<file path="src/rtl/secreg_pkg.sv">
package secreg_pkg;
  localparam int N_SECREG = 3;
  localparam int SEL_W    = 2;
  localparam int CNT_W    = 6;

  localparam logic [7:0] OP_WREN  = 8'h06;
  localparam logic [7:0] OP_LOCK  = 8'h01;
  localparam logic [7:0] OP_ERASE = 8'h44;
  localparam logic [7:0] OP_RDSR  = 8'h05;

  localparam logic [CNT_W-1:0] LEN_WREN  = 6'd8;
  localparam logic [CNT_W-1:0] LEN_LOCK  = 6'd16;
  localparam logic [CNT_W-1:0] LEN_ERASE = 6'd32;
endpackage

</file>
<file path="src/rtl/secreg_spi_rx.sv">
module secreg_spi_rx
  import secreg_pkg::*;
(
  input  logic             clk_i,
  input  logic             rst_ni,
  input  logic             cs_ni,
  input  logic             sclk_i,
  input  logic             si_i,
  input  logic [7:0]       status_i,
  output logic             frame_end_o,
  output logic [CNT_W-1:0] bits_o,
  output logic [31:0]      sr_o,
  output logic             so_o
);
  logic             sclk_q, cs_q, in_read_q;
  logic [CNT_W-1:0] bits_q;
  logic [31:0]      sr_q;
  logic [2:0]       out_idx_q;
  logic [7:0]       snap_q;
  logic             rise, fall, cs_fall;

  assign rise        = sclk_i & ~sclk_q & ~cs_ni;
  assign fall        = ~sclk_i & sclk_q & ~cs_ni;
  assign cs_fall     = ~cs_ni & cs_q;
  assign frame_end_o = cs_ni & ~cs_q;
  assign bits_o      = bits_q;
  assign sr_o        = sr_q;

  always_ff @(posedge clk_i or negedge rst_ni) begin
    if (!rst_ni) begin
      sclk_q <= 1'b0;
      cs_q   <= 1'b1;
      bits_q <= '0;
      sr_q   <= '0;
    end else begin
      sclk_q <= sclk_i;
      cs_q   <= cs_ni;
      if (cs_fall) begin
        bits_q <= '0;
        sr_q   <= '0;
      end else if (rise) begin
        sr_q <= {sr_q[30:0], si_i};
        if (bits_q != '1) bits_q <= bits_q + 1'b1;
      end
    end
  end

  // status shift-out, byte re-captured every 8 falling edges
  always_ff @(posedge clk_i or negedge rst_ni) begin
    if (!rst_ni) begin
      in_read_q <= 1'b0;
      out_idx_q <= '0;
      snap_q    <= '0;
      so_o      <= 1'b0;
    end else if (cs_ni || cs_fall) begin
      in_read_q <= 1'b0;
      out_idx_q <= '0;
      so_o      <= 1'b0;
    end else begin
      if (bits_q == LEN_WREN && sr_q[7:0] == OP_RDSR) in_read_q <= 1'b1;
      if (fall && in_read_q) begin
        out_idx_q <= out_idx_q + 1'b1;
        if (out_idx_q == '0) begin
          snap_q <= status_i;
          so_o   <= status_i[7];
        end else begin
          so_o <= snap_q[3'd7 - out_idx_q];
        end
      end
    end
  end

  assert_read_after_opcode_R10: assert property (@(posedge clk_i) disable iff (!rst_ni)
    $rose(in_read_q) |-> ($past(bits_q) == LEN_WREN && !cs_ni));
  assert_so_quiet_idle_R10: assert property (@(posedge clk_i) disable iff (!rst_ni)
    $past(cs_ni) |-> !so_o);
endmodule

</file>
<file path="src/rtl/secreg_ctrl.sv">
module secreg_ctrl
  import secreg_pkg::*;
#(
  parameter int ERASE_CYCLES = 256,
  localparam int TW = $clog2(ERASE_CYCLES + 1)
) (
  input  logic             clk_i,
  input  logic             rst_ni,
  input  logic             frame_end_i,
  input  logic [CNT_W-1:0] bits_i,
  input  logic [31:0]      sr_i,
  output logic             erase_o,
  output logic [SEL_W-1:0] erase_sel_o,
  output logic [7:0]       status_o
);
  logic                wel_q, wip_q;
  logic [N_SECREG-1:0] lb_q;
  logic [TW-1:0]       timer_q;
  logic [SEL_W-1:0]    tgt_q, sel_idx;
  logic [3:0]          sel;
  logic                addr_ok, lock_hit, idle_end;
  logic                do_wren, do_lock, start_erase, done;

  always_comb begin
    sel      = sr_i[15:12];
    sel_idx  = SEL_W'(sel - 4'd1);
    addr_ok  = (sr_i[23:16] == 8'h00) && (sr_i[11:9] == 3'b000) &&
               (sel >= 4'd1) && (sel <= 4'(N_SECREG));
    lock_hit = |(lb_q & (N_SECREG'(1) << sel_idx));
    idle_end = frame_end_i && !wip_q;
    do_wren  = idle_end && bits_i == LEN_WREN && sr_i[7:0] == OP_WREN;
    do_lock  = idle_end && bits_i == LEN_LOCK && sr_i[15:8] == OP_LOCK && wel_q;
    start_erase = idle_end && bits_i == LEN_ERASE && sr_i[31:24] == OP_ERASE &&
                  wel_q && addr_ok && !lock_hit;
    done     = wip_q && timer_q == '0;
  end

  always_ff @(posedge clk_i or negedge rst_ni) begin
    if (!rst_ni) begin
      wel_q   <= 1'b0;
      wip_q   <= 1'b0;
      lb_q    <= '0;
      timer_q <= '0;
      tgt_q   <= '0;
    end else begin
      if (done) begin
        wip_q <= 1'b0;
        wel_q <= 1'b0;
      end else if (start_erase) begin
        wip_q   <= 1'b1;
        timer_q <= TW'(ERASE_CYCLES - 1);
        tgt_q   <= sel_idx;
      end else if (wip_q) begin
        timer_q <= timer_q - 1'b1;
      end
      if (do_wren) wel_q <= 1'b1;
      if (do_lock) begin
        lb_q  <= lb_q | sr_i[3 +: N_SECREG];
        wel_q <= 1'b0;
      end
    end
  end

  assign erase_o     = done;
  assign erase_sel_o = tgt_q;
  assign status_o    = {2'b00, lb_q, 1'b0, wel_q, wip_q};

  assert_busy_keeps_wel_R3: assert property (@(posedge clk_i) disable iff (!rst_ni)
    wip_q |-> wel_q);
  assert_timer_bound_R3: assert property (@(posedge clk_i) disable iff (!rst_ni)
    wip_q |-> (timer_q < TW'(ERASE_CYCLES)));
  assert_start_needs_wel_R4: assert property (@(posedge clk_i) disable iff (!rst_ni)
    $rose(wip_q) |-> $past(wel_q));
  assert_lock_sticky_R7: assert property (@(posedge clk_i) disable iff (!rst_ni)
    (lb_q != '0) |=> ((lb_q & $past(lb_q)) == $past(lb_q)));
  assert_busy_freezes_lock_R9: assert property (@(posedge clk_i) disable iff (!rst_ni)
    $past(wip_q) |-> $stable(lb_q));
endmodule

</file>
<file path="src/rtl/secreg_array.sv">
module secreg_array
  import secreg_pkg::*;
#(
  parameter int REG_BYTES = 512,
  localparam int OW = $clog2(REG_BYTES)
) (
  input  logic             clk_i,
  input  logic             rst_ni,
  input  logic             erase_i,
  input  logic [SEL_W-1:0] erase_sel_i,
  input  logic [SEL_W-1:0] rd_reg_i,
  input  logic [OW-1:0]    rd_off_i,
  output logic [7:0]       rd_data_o
);
  logic [N_SECREG-1:0][7:0] rd_byte;

  for (genvar r = 0; r < N_SECREG; r++) begin : g_reg
    logic [7:0] bytes_q [REG_BYTES];
    always_ff @(posedge clk_i or negedge rst_ni) begin
      if (!rst_ni) begin
        for (int b = 0; b < REG_BYTES; b++) bytes_q[b] <= 8'h00;
      end else if (erase_i && erase_sel_i == SEL_W'(r)) begin
        for (int b = 0; b < REG_BYTES; b++) bytes_q[b] <= 8'hFF;
      end
    end
    assign rd_byte[r] = bytes_q[rd_off_i];
  end

  always_comb begin
    rd_data_o = 8'h00;
    for (int r = 0; r < N_SECREG; r++)
      if (rd_reg_i == SEL_W'(r)) rd_data_o = rd_byte[r];
  end

  assert_erase_target_R5: assert property (@(posedge clk_i) disable iff (!rst_ni)
    erase_i |-> (erase_sel_i < SEL_W'(N_SECREG)));
endmodule

</file>
<file path="src/rtl/secreg_erase.sv">
module secreg_erase
  import secreg_pkg::*;
#(
  parameter int ERASE_CYCLES = 256,
  parameter int REG_BYTES    = 512,
  localparam int OW = $clog2(REG_BYTES)
) (
  input  logic          clk_i,
  input  logic          rst_ni,
  input  logic          cs_ni,
  input  logic          sclk_i,
  input  logic          si_i,
  output logic          so_o,
  output logic [7:0]    status_o,
  input  logic [1:0]    peek_reg_i,
  input  logic [OW-1:0] peek_off_i,
  output logic [7:0]    peek_data_o
);
  logic             frame_end, erase;
  logic [CNT_W-1:0] bits;
  logic [31:0]      sr;
  logic [SEL_W-1:0] erase_sel;
  logic [7:0]       status;

  secreg_spi_rx u_rx (
    .clk_i, .rst_ni, .cs_ni, .sclk_i, .si_i,
    .status_i    (status),
    .frame_end_o (frame_end),
    .bits_o      (bits),
    .sr_o        (sr),
    .so_o
  );

  secreg_ctrl #(.ERASE_CYCLES(ERASE_CYCLES)) u_ctrl (
    .clk_i, .rst_ni,
    .frame_end_i (frame_end),
    .bits_i      (bits),
    .sr_i        (sr),
    .erase_o     (erase),
    .erase_sel_o (erase_sel),
    .status_o    (status)
  );

  secreg_array #(.REG_BYTES(REG_BYTES)) u_array (
    .clk_i, .rst_ni,
    .erase_i     (erase),
    .erase_sel_i (erase_sel),
    .rd_reg_i    (peek_reg_i),
    .rd_off_i    (peek_off_i),
    .rd_data_o   (peek_data_o)
  );

  assign status_o = status;
endmodule

</file>
<file path="config.mk">
export PLATFORM = sky130hd
export DESIGN_NAME = secreg_erase
export DESIGN_NICKNAME = d
export VERILOG_FILES = /design/src/rtl/secreg_pkg.sv /design/src/rtl/secreg_spi_rx.sv /design/src/rtl/secreg_ctrl.sv /design/src/rtl/secreg_array.sv /design/src/rtl/secreg_erase.sv
export SDC_FILE = /design/constraint.sdc
export NUM_CORES = 1
export LEC_CHECK = 0
export ABC_CLOCK_PERIOD_IN_PS = 1700
export CAP_MARGIN = 20
export CORE_UTILIZATION = 51
export CTS_CLUSTER_SIZE = 16
export DETAILED_ROUTE_END_ITERATION = 10
export PLACE_DENSITY = 0.75
export SKIP_CTS_REPAIR_TIMING = 1
export SLEW_MARGIN = 15
export SYNTH_ARGS = -nofsm -noshare
export SYNTH_HDL_FRONTEND = slang
export SYNTH_SLANG_ARGS = --single-unit
</file>
<file path="constraint.sdc">
create_clock -name clk_i -period 1.7 [get_ports clk_i]
set_input_delay 0.34 -clock clk_i [delete_from_list [all_inputs] [get_ports clk_i]]
set_output_delay 0.34 -clock clk_i [all_outputs]
set_load 0.01 [all_outputs]
</file>
Word-level counts from Yosys, hierarchy flattened
Index checks and enable logic that the tools add are counted.

Flip-flop bits (word level): 69. Latch bits: 0. Memory bits (writable): 0. Memory bits (read-only): 0. Input port bits: 16. Output and inout bits: 17. Memories kept: 0.

$add $sub $neg: 5. Multiply operators: 0. Div/mod/pow operators: 0. Order comparisons: 4. Eq/ne operators: 12. Shift operators: 1. Muxes and demuxes: 33. Bitwise logic cells: 15. Reduce and logical (&&, ||, !) cells: 41.

Operators with widths (number): binary-select mux 8 bit (select 9 bit) (3); two-way mux 8 bit (9); two-way mux 32 bit (2); logical AND 1 bit (20); two-way mux 6 bit (3); two-way mux 9 bit (2); equality test 8 x 3 -> 1 bit, second input constant (2); nonzero test 2 bit (6); two-way mux 1 bit (11); >= comparator 10 bit, second input constant (1); inverter 9 -> 10 bit (1); logical NOT 9 bit (1); subtractor 9 x 1 -> 9 bit, second input constant (1); equality test 8 x 1 -> 1 bit, second input constant (1); equality test 8 x 7 -> 1 bit, second input constant (1); logical NOT 8 bit (1); adder 6 x 1 -> 6 bit, second input constant (1); AND 1 bit (6); equality test 6 x 4 -> 1 bit, second input constant (1); equality test 6 x 5 -> 1 bit, second input constant (1); equality test 6 bit, second input constant (1); logical NOT 3 bit (2); two-way mux 3 bit (2); inequality test 6 bit, second input constant (1); 20 further kinds (31).

Longest topological paths before layout
Word-level depth: 10. Mapped depth: 7. Mapped depth without buffers: 6.

Modules after synthesis
Synthesis repeated with hierarchy kept, for this count alone.

Cell total of the unflattened synthesis: 359. Area total of the unflattened synthesis: 3518.4 um^2.

Modules (own cells, without submodules): secreg_spi_rx (instances 1, cells each 240, area an instance 2332.2 um^2); secreg_ctrl (instances 1, cells each 101, area an instance 994.7 um^2); secreg_array (instances 1, cells each 18, area an instance 191.4 um^2).

Worst setup path before layout
No wires, ideal clock.

Kind: reg-to-reg. Start: reg u_rx.sr_q[12] (netlist: u_rx.sr_o[12]). End: reg u_ctrl.timer_q[8]. Library setup time: 0.126 ns. Arrival time: 1.590 ns. Required time: 1.574 ns. Slack: -0.016 ns. Cell stages (with the launch flop): 7. Path buffers: 1. Path through: dfrtp_1 ha_1 a211oi_1 nand4_1 or3_4 buf_6 o311a_1.

Word-level cells in the longest chain between the ends: 8. Elaborated cells between the ends (all ways): 14.

RTL lines: from (decl) (line secreg_spi_rx.sv:17) `logic [31:0] sr_q;`; from (signal assigned) (line secreg_spi_rx.sv:42) `sr_q <= {sr_q[30:0], si_i};`; subtractor 2 x 1 -> 2 bit (line secreg_ctrl.sv:26) `sel_idx = SEL_W'(sel - 4'd1);`; << shifter 1 x 2 -> 3 bit (line secreg_ctrl.sv:29) `lock_hit = |(lb_q & (N_SECREG'(1) << sel_idx));`; AND 3 bit (line secreg_ctrl.sv:29); OR reduction 3 bit (line secreg_ctrl.sv:29); logical NOT 1 bit (line secreg_ctrl.sv:34) `wel_q && addr_ok && !lock_hit;`; logical AND 1 bit * (line secreg_ctrl.sv:34); nonzero test 2 bit (no line); AND reduction 2 bit (no line); to (signal assigned) (line secreg_ctrl.sv:51) `timer_q <= TW'(ERASE_CYCLES - 1);`; to (signal assigned) (line secreg_ctrl.sv:54) `timer_q <= timer_q - 1'b1;`; to (decl) (line secreg_ctrl.sv:18) `logic [TW-1:0] timer_q;`.

Mark *: on every way between the ends. The rest lies on a longest branch, timed or not. A chain may end at the register's enable or synchronous reset.

Worst setup path in the final report
Start: reg u_rx.sr_q[13] (netlist: u_rx.sr_o[13]). End: reg u_ctrl.tgt_q[0] (netlist: u_ctrl.erase_sel_o[0]).

Word-level cells in the longest chain between the ends: 7. Elaborated cells between the ends (all ways): 12.

RTL lines: subtractor 2 x 1 -> 2 bit (line secreg_ctrl.sv:26); << shifter 1 x 2 -> 3 bit (line secreg_ctrl.sv:29); AND 3 bit (line secreg_ctrl.sv:29); OR reduction 3 bit (line secreg_ctrl.sv:29); logical NOT 1 bit (line secreg_ctrl.sv:34); logical AND 1 bit * (line secreg_ctrl.sv:34); AND reduction 2 bit (no line) *; to (signal assigned) (line secreg_ctrl.sv:52) `tgt_q <= sel_idx;`; to (decl) (line secreg_ctrl.sv:19) `logic [SEL_W-1:0] tgt_q, sel_idx;`.

Marked as above.

==> results.json <==
{
  "grt_overflow": 0,
  "cts-htree-levels": 3,
  "clkSinkCount": 69,
  "first_global_vias": 2547,
  "worst-r2r-cell-count": 6,
  "ys_ff_latch": 69,
  "fin_ws_ns": -0.07431,
  "share_of_synthesized_cell_area_in_and_or_nand_and_nor_gates_pct": 21.68,
  "placeableCoreArea_um2": 6386,
  "synthesis.instances": 353,
  "report.final.hold_viol_count": 2,
  "synth-main-ff-cell": "dfrtp_1",
  "final.period_utilization_pct": 104.4,
  "power_switching_share_pct": 23.40,
  "cpMaxStageDelayCell": "or3_4",
  "timing.critical_path.required_ns": 1.94,
  "postPlaceCellArea_um2": 3797,
  "drive_above_1_share_pct": 20.85,
  "final_design_area_no_fill_um2": 4119,
  "wire_length_per_cell_um": 15.03,
  "grt_max_degree": 70,
  "sort_of_element_at_the_end_of_the_critical_path": "flip-flop",
  "net-switching-power_mw": 0.7621,
  "violations": "negative hold slack, negative setup slack",
  "crit_path_frequent_cell": "mux2i_1",
  "route.vias.total": 2626,
  "status": "finished, violations left",
  "slew_violations": 0,
  "hold_class": "primary input to asynchronous set/reset pin",
  "critPathMaxStageDelay_ns": 0.47,
  "irDropWorstVdd_v": 0.0004359,
  "top_signal_layer_used": "met4",
  "final_net_count": 418,
  "setup_repair_after_global_routing_missed_its_margin": "yes",
  "syn-mean-instance-area_um2": 9.613,
  "routed_wl_mm": 7.141,
  "placementRows": 29,
  "clock_path_buffers": 2,
  "synth_edf_count": 0,
  "dieArea_um2": 6984,
  "tightest_slew_ns": 0.5467,
  "finalSetupViolCount": 12,
  "dr_wl_met2_mm": 3.508,
  "start_kind": "flip-flop",
  "dr.pass1.iters": 4,
  "die_h_um": 83.57,
  "groute.usage.overall_pct": 21.15,
  "syn_area_um2": 3393,
  "place.detailed.hpwl_mm": 4.603,
  "max_freq_mhz": 563.6,
  "clock_power_share_pct": 40.2,
  "effective_utilization_at_floorplan_pct": 53.13,
  "power_report.internal_total_mw": 2.495,
  "critPathMaxFanout": 6,
  "synth_cell_type_count": 51,
  "worst-setup-path-type": "flip-flop to flip-flop",
  "finClkSkew_ns": 0.01130,
  "gp_congestion": 0.7558,
  "route.layer.met1.wl_mm": 3.240,
  "grt_antenna_before_repair": 0,
  "power_density_nw_per_um2": 790.8,
  "finalWorstPathRequiredPeriod_ns": 1.774,
  "max-cap-violations": 0,
  "cts_inserted_buffers": 9,
  "cp_cell_sequence": "inv_2 > ha_4 > mux2i_1 > nand3_2 > or3_4 > mux2i_1",
  "worst_slew_margin_rel_pct": 63.22,
  "clkTransAtPathRegs_ns": 0.08,
  "total_leakage_power_nw": 2.045,
  "ys.warnings.count": 0,
  "ios": 33,
  "number_of_antenna_cells_inserted": 0,
  "buffer_ports.inserted": 20,
  "grt_first_pass_wirelength_mm": 11.85,
  "main_combinational_cell_family_by_area_after_synthesis": "simple AND/OR/NAND/NOR gates",
  "tritoncts": "done",
  "post_drt_via_cell_ratio": 5.528,
  "synthToLayoutAreaGrowth_pct": 21.39,
  "hold-worst-slack_ns": -0.002712,
  "share_comb_of_total_power_pct": 7.5,
  "synth_adder_area_share_pct": 3.319,
  "postSynth.asyncResetShare_pct": 100.0,
  "synth_seq_area_share_pct": 50.92,
  "number_of_drc_markers_in_iteration_0": 123,
  "pre_cts_slack_ns": -0.4124,
  "yosys-mux-area-fraction_pct": 3.466,
  "detailroute.wirelength.met3_um": 282,
  "remaining_drc_errors": 0,
  "post_synthesis_compound_gate_area_fraction_pct": 13.27,
  "yosys.area_share.xor_xnor_pct": 0.2581,
  "worst_endpoint_data_arrival_time_ns": 2.02,
  "power.sequential.fraction_pct": 52.3,
  "antenna_viol_nets_final": 0,
  "clk_latency_ns": 0.35,
  "cell_chosen_for_the_clock_root": "clkbuf_8",
  "die_span_in_x_um": 83.57
}
==> layout make-up <==
| class | instances | area, um2 |
|---|---|---|
| fillers | 514 | 2267 |
| flip-flops and latches | 69 | 1730 |
| multi-input cells | 242 | 1513 |
| repair buffers | 54 | 528.0 |
| clock buffers | 14 | 152.6 |
| well taps | 77 | 96.34 |
| inverters | 17 | 63.81 |
| clock inverters | 2 | 35.03 |
==> synth_stat cells (2+ instances only) <==
library cell,count,area (um2)
a211oi_1,3,22.52
a21o_1,6,45.04
a21oi_1,45,225.2
a31oi_1,3,18.77
a32oi_1,2,17.52
and4bb_2,2,25.02
buf_2,3,15.01
buf_4,13,97.59
buf_6,2,22.52
clkbuf_1,10,37.54
dfrtp_1,68,1702
ha_1,9,112.6
inv_1,17,63.81
mux2_2,4,45.04
mux2i_1,5,50.05
nand2_1,79,296.5
nand2b_1,2,12.51
nand3_1,9,45.04
nand3b_1,2,15.01
nand4_1,2,12.51
nand4b_1,2,17.52
nor2_1,13,48.80
nor2b_1,2,12.51
nor3_1,7,35.03
nor4_1,2,12.51
nor4b_1,2,17.52
nor4b_2,3,45.04
o21ai_0,10,50.05
o31ai_1,2,15.01
or3_1,3,18.77
==> per-layer routing <==
layer | vias up | track usage, %
met3 | 12 | 3.660
met5 | - | 0
li1 | 1286 | -
met4 | 0 | 9.553
met1 | 1285 | 28.81
met2 | 43 | 33.19
==> power groups by stage <==
| stage | clock (mW) | combinational, mW | sequential, mW |
|---|---|---|---|
| after floorplan | 0 | 0.114 | 1.73 |
| final | 1.31 | 0.244 | 1.70 |
| after detailed placement | 0 | 0.238 | 1.73 |
| after global placement | 0 | 0.227 | 1.73 |
| after global routing | 1.41 | 0.277 | 1.71 |
| after CTS | 1.33 | 0.240 | 1.70 |
==> flip-flops by register name, summed over array words and instances (netlist names) <==
signal and flops:
u_rx.snap_q 5, u_rx.in_read_q 1, u_ctrl.lb_q 3, u_rx.cs_q 1, u_ctrl.wip_q 1, u_ctrl.wel_q 1, u_rx.sr_o 32, u_rx.bits_o 6
u_ctrl.erase_sel_o 2, u_rx.out_idx_q 3, u_rx.sclk_q 1, u_rx.so_o 1, u_ctrl.timer_q 9, u_array.g.bytes_q 3
==> critical path: cells and delay by family (launching register included) <==
kind	cells	cell delay, ns
adders and majority gates	1	0.12
buffers and inverters	1	0.10
DFF	1	0.43
muxes	2	0.38
and+or+nand+nor	2	0.62
==> cell families after synthesis <==
family | Yosys count
other | 1
flip-flops | 69
adder cells (fa/ha/maj) | 9
XOR/XNOR | 1
AO/OA/AOI/OAI | 78
multiplexers | 10
buffers and inverters | 45
AND/OR/NAND/NOR | 140
==> path summary, 6_finish.rpt <==
path	from	slack (ns)	to
max	u_rx.sr_o[13]	-0.07	u_ctrl.erase_sel_o[0]
min	rst_ni	-0.003	u_rx.out_idx_q[1]
max reg2reg	u_rx.sr_o[13]	-0.07	u_ctrl.erase_sel_o[0]
min reg2reg	u_array.g_reg[0].bytes_q[3928]	0.47	u_array.g_reg[0].bytes_q[3928]
max in group asynchronous	rst_ni	1.38	u_rx.sr_o[12]
min in group clk_i	u_array.g_reg[0].bytes_q[3928]	0.47	u_array.g_reg[0].bytes_q[3928]
==> through the flow <==
step	util [%]	TNS, ns	cells	power (mW)
finish	64.50	-0.5334	475	3.257
global route	64.50	-1.330	475	3.390
CTS	62.40	-4.216	470	3.268
detailed placement	59.46	-9.016	454	1.969
global placement	59.46	-7.462	454	1.956
floorplan	-	0	355	1.840
==> layout by cell type (no fill, tap or decap), drive strengths merged, types with 3 or more instances in the layout <==
| cell | Yosys | final |
|---|---|---|
| mux2i | 5 | 5 |
| dfrtp | 68 | 68 |
| o21ai | 11 | 11 |
| mux2 | 4 | 4 |
| nand3 | 10 | 10 |
| dlymetal6s2s | 0 | 13 |
| conb | 1 | 3 |
| buf | 18 | 36 |
| nand4 | 3 | 3 |
| ha | 9 | 9 |
| a21oi | 45 | 45 |
| clkdlybuf4s50 | 0 | 5 |
| nor4b | 6 | 6 |
| nor3 | 7 | 7 |
| nor2 | 13 | 13 |
| a31oi | 3 | 3 |
| inv | 17 | 17 |
| or3 | 4 | 5 |
| a21o | 6 | 6 |
| nand2 | 79 | 79 |
| clkbuf | 10 | 14 |
| a211oi | 3 | 3 |
Power figures use the tool's default switching activity.
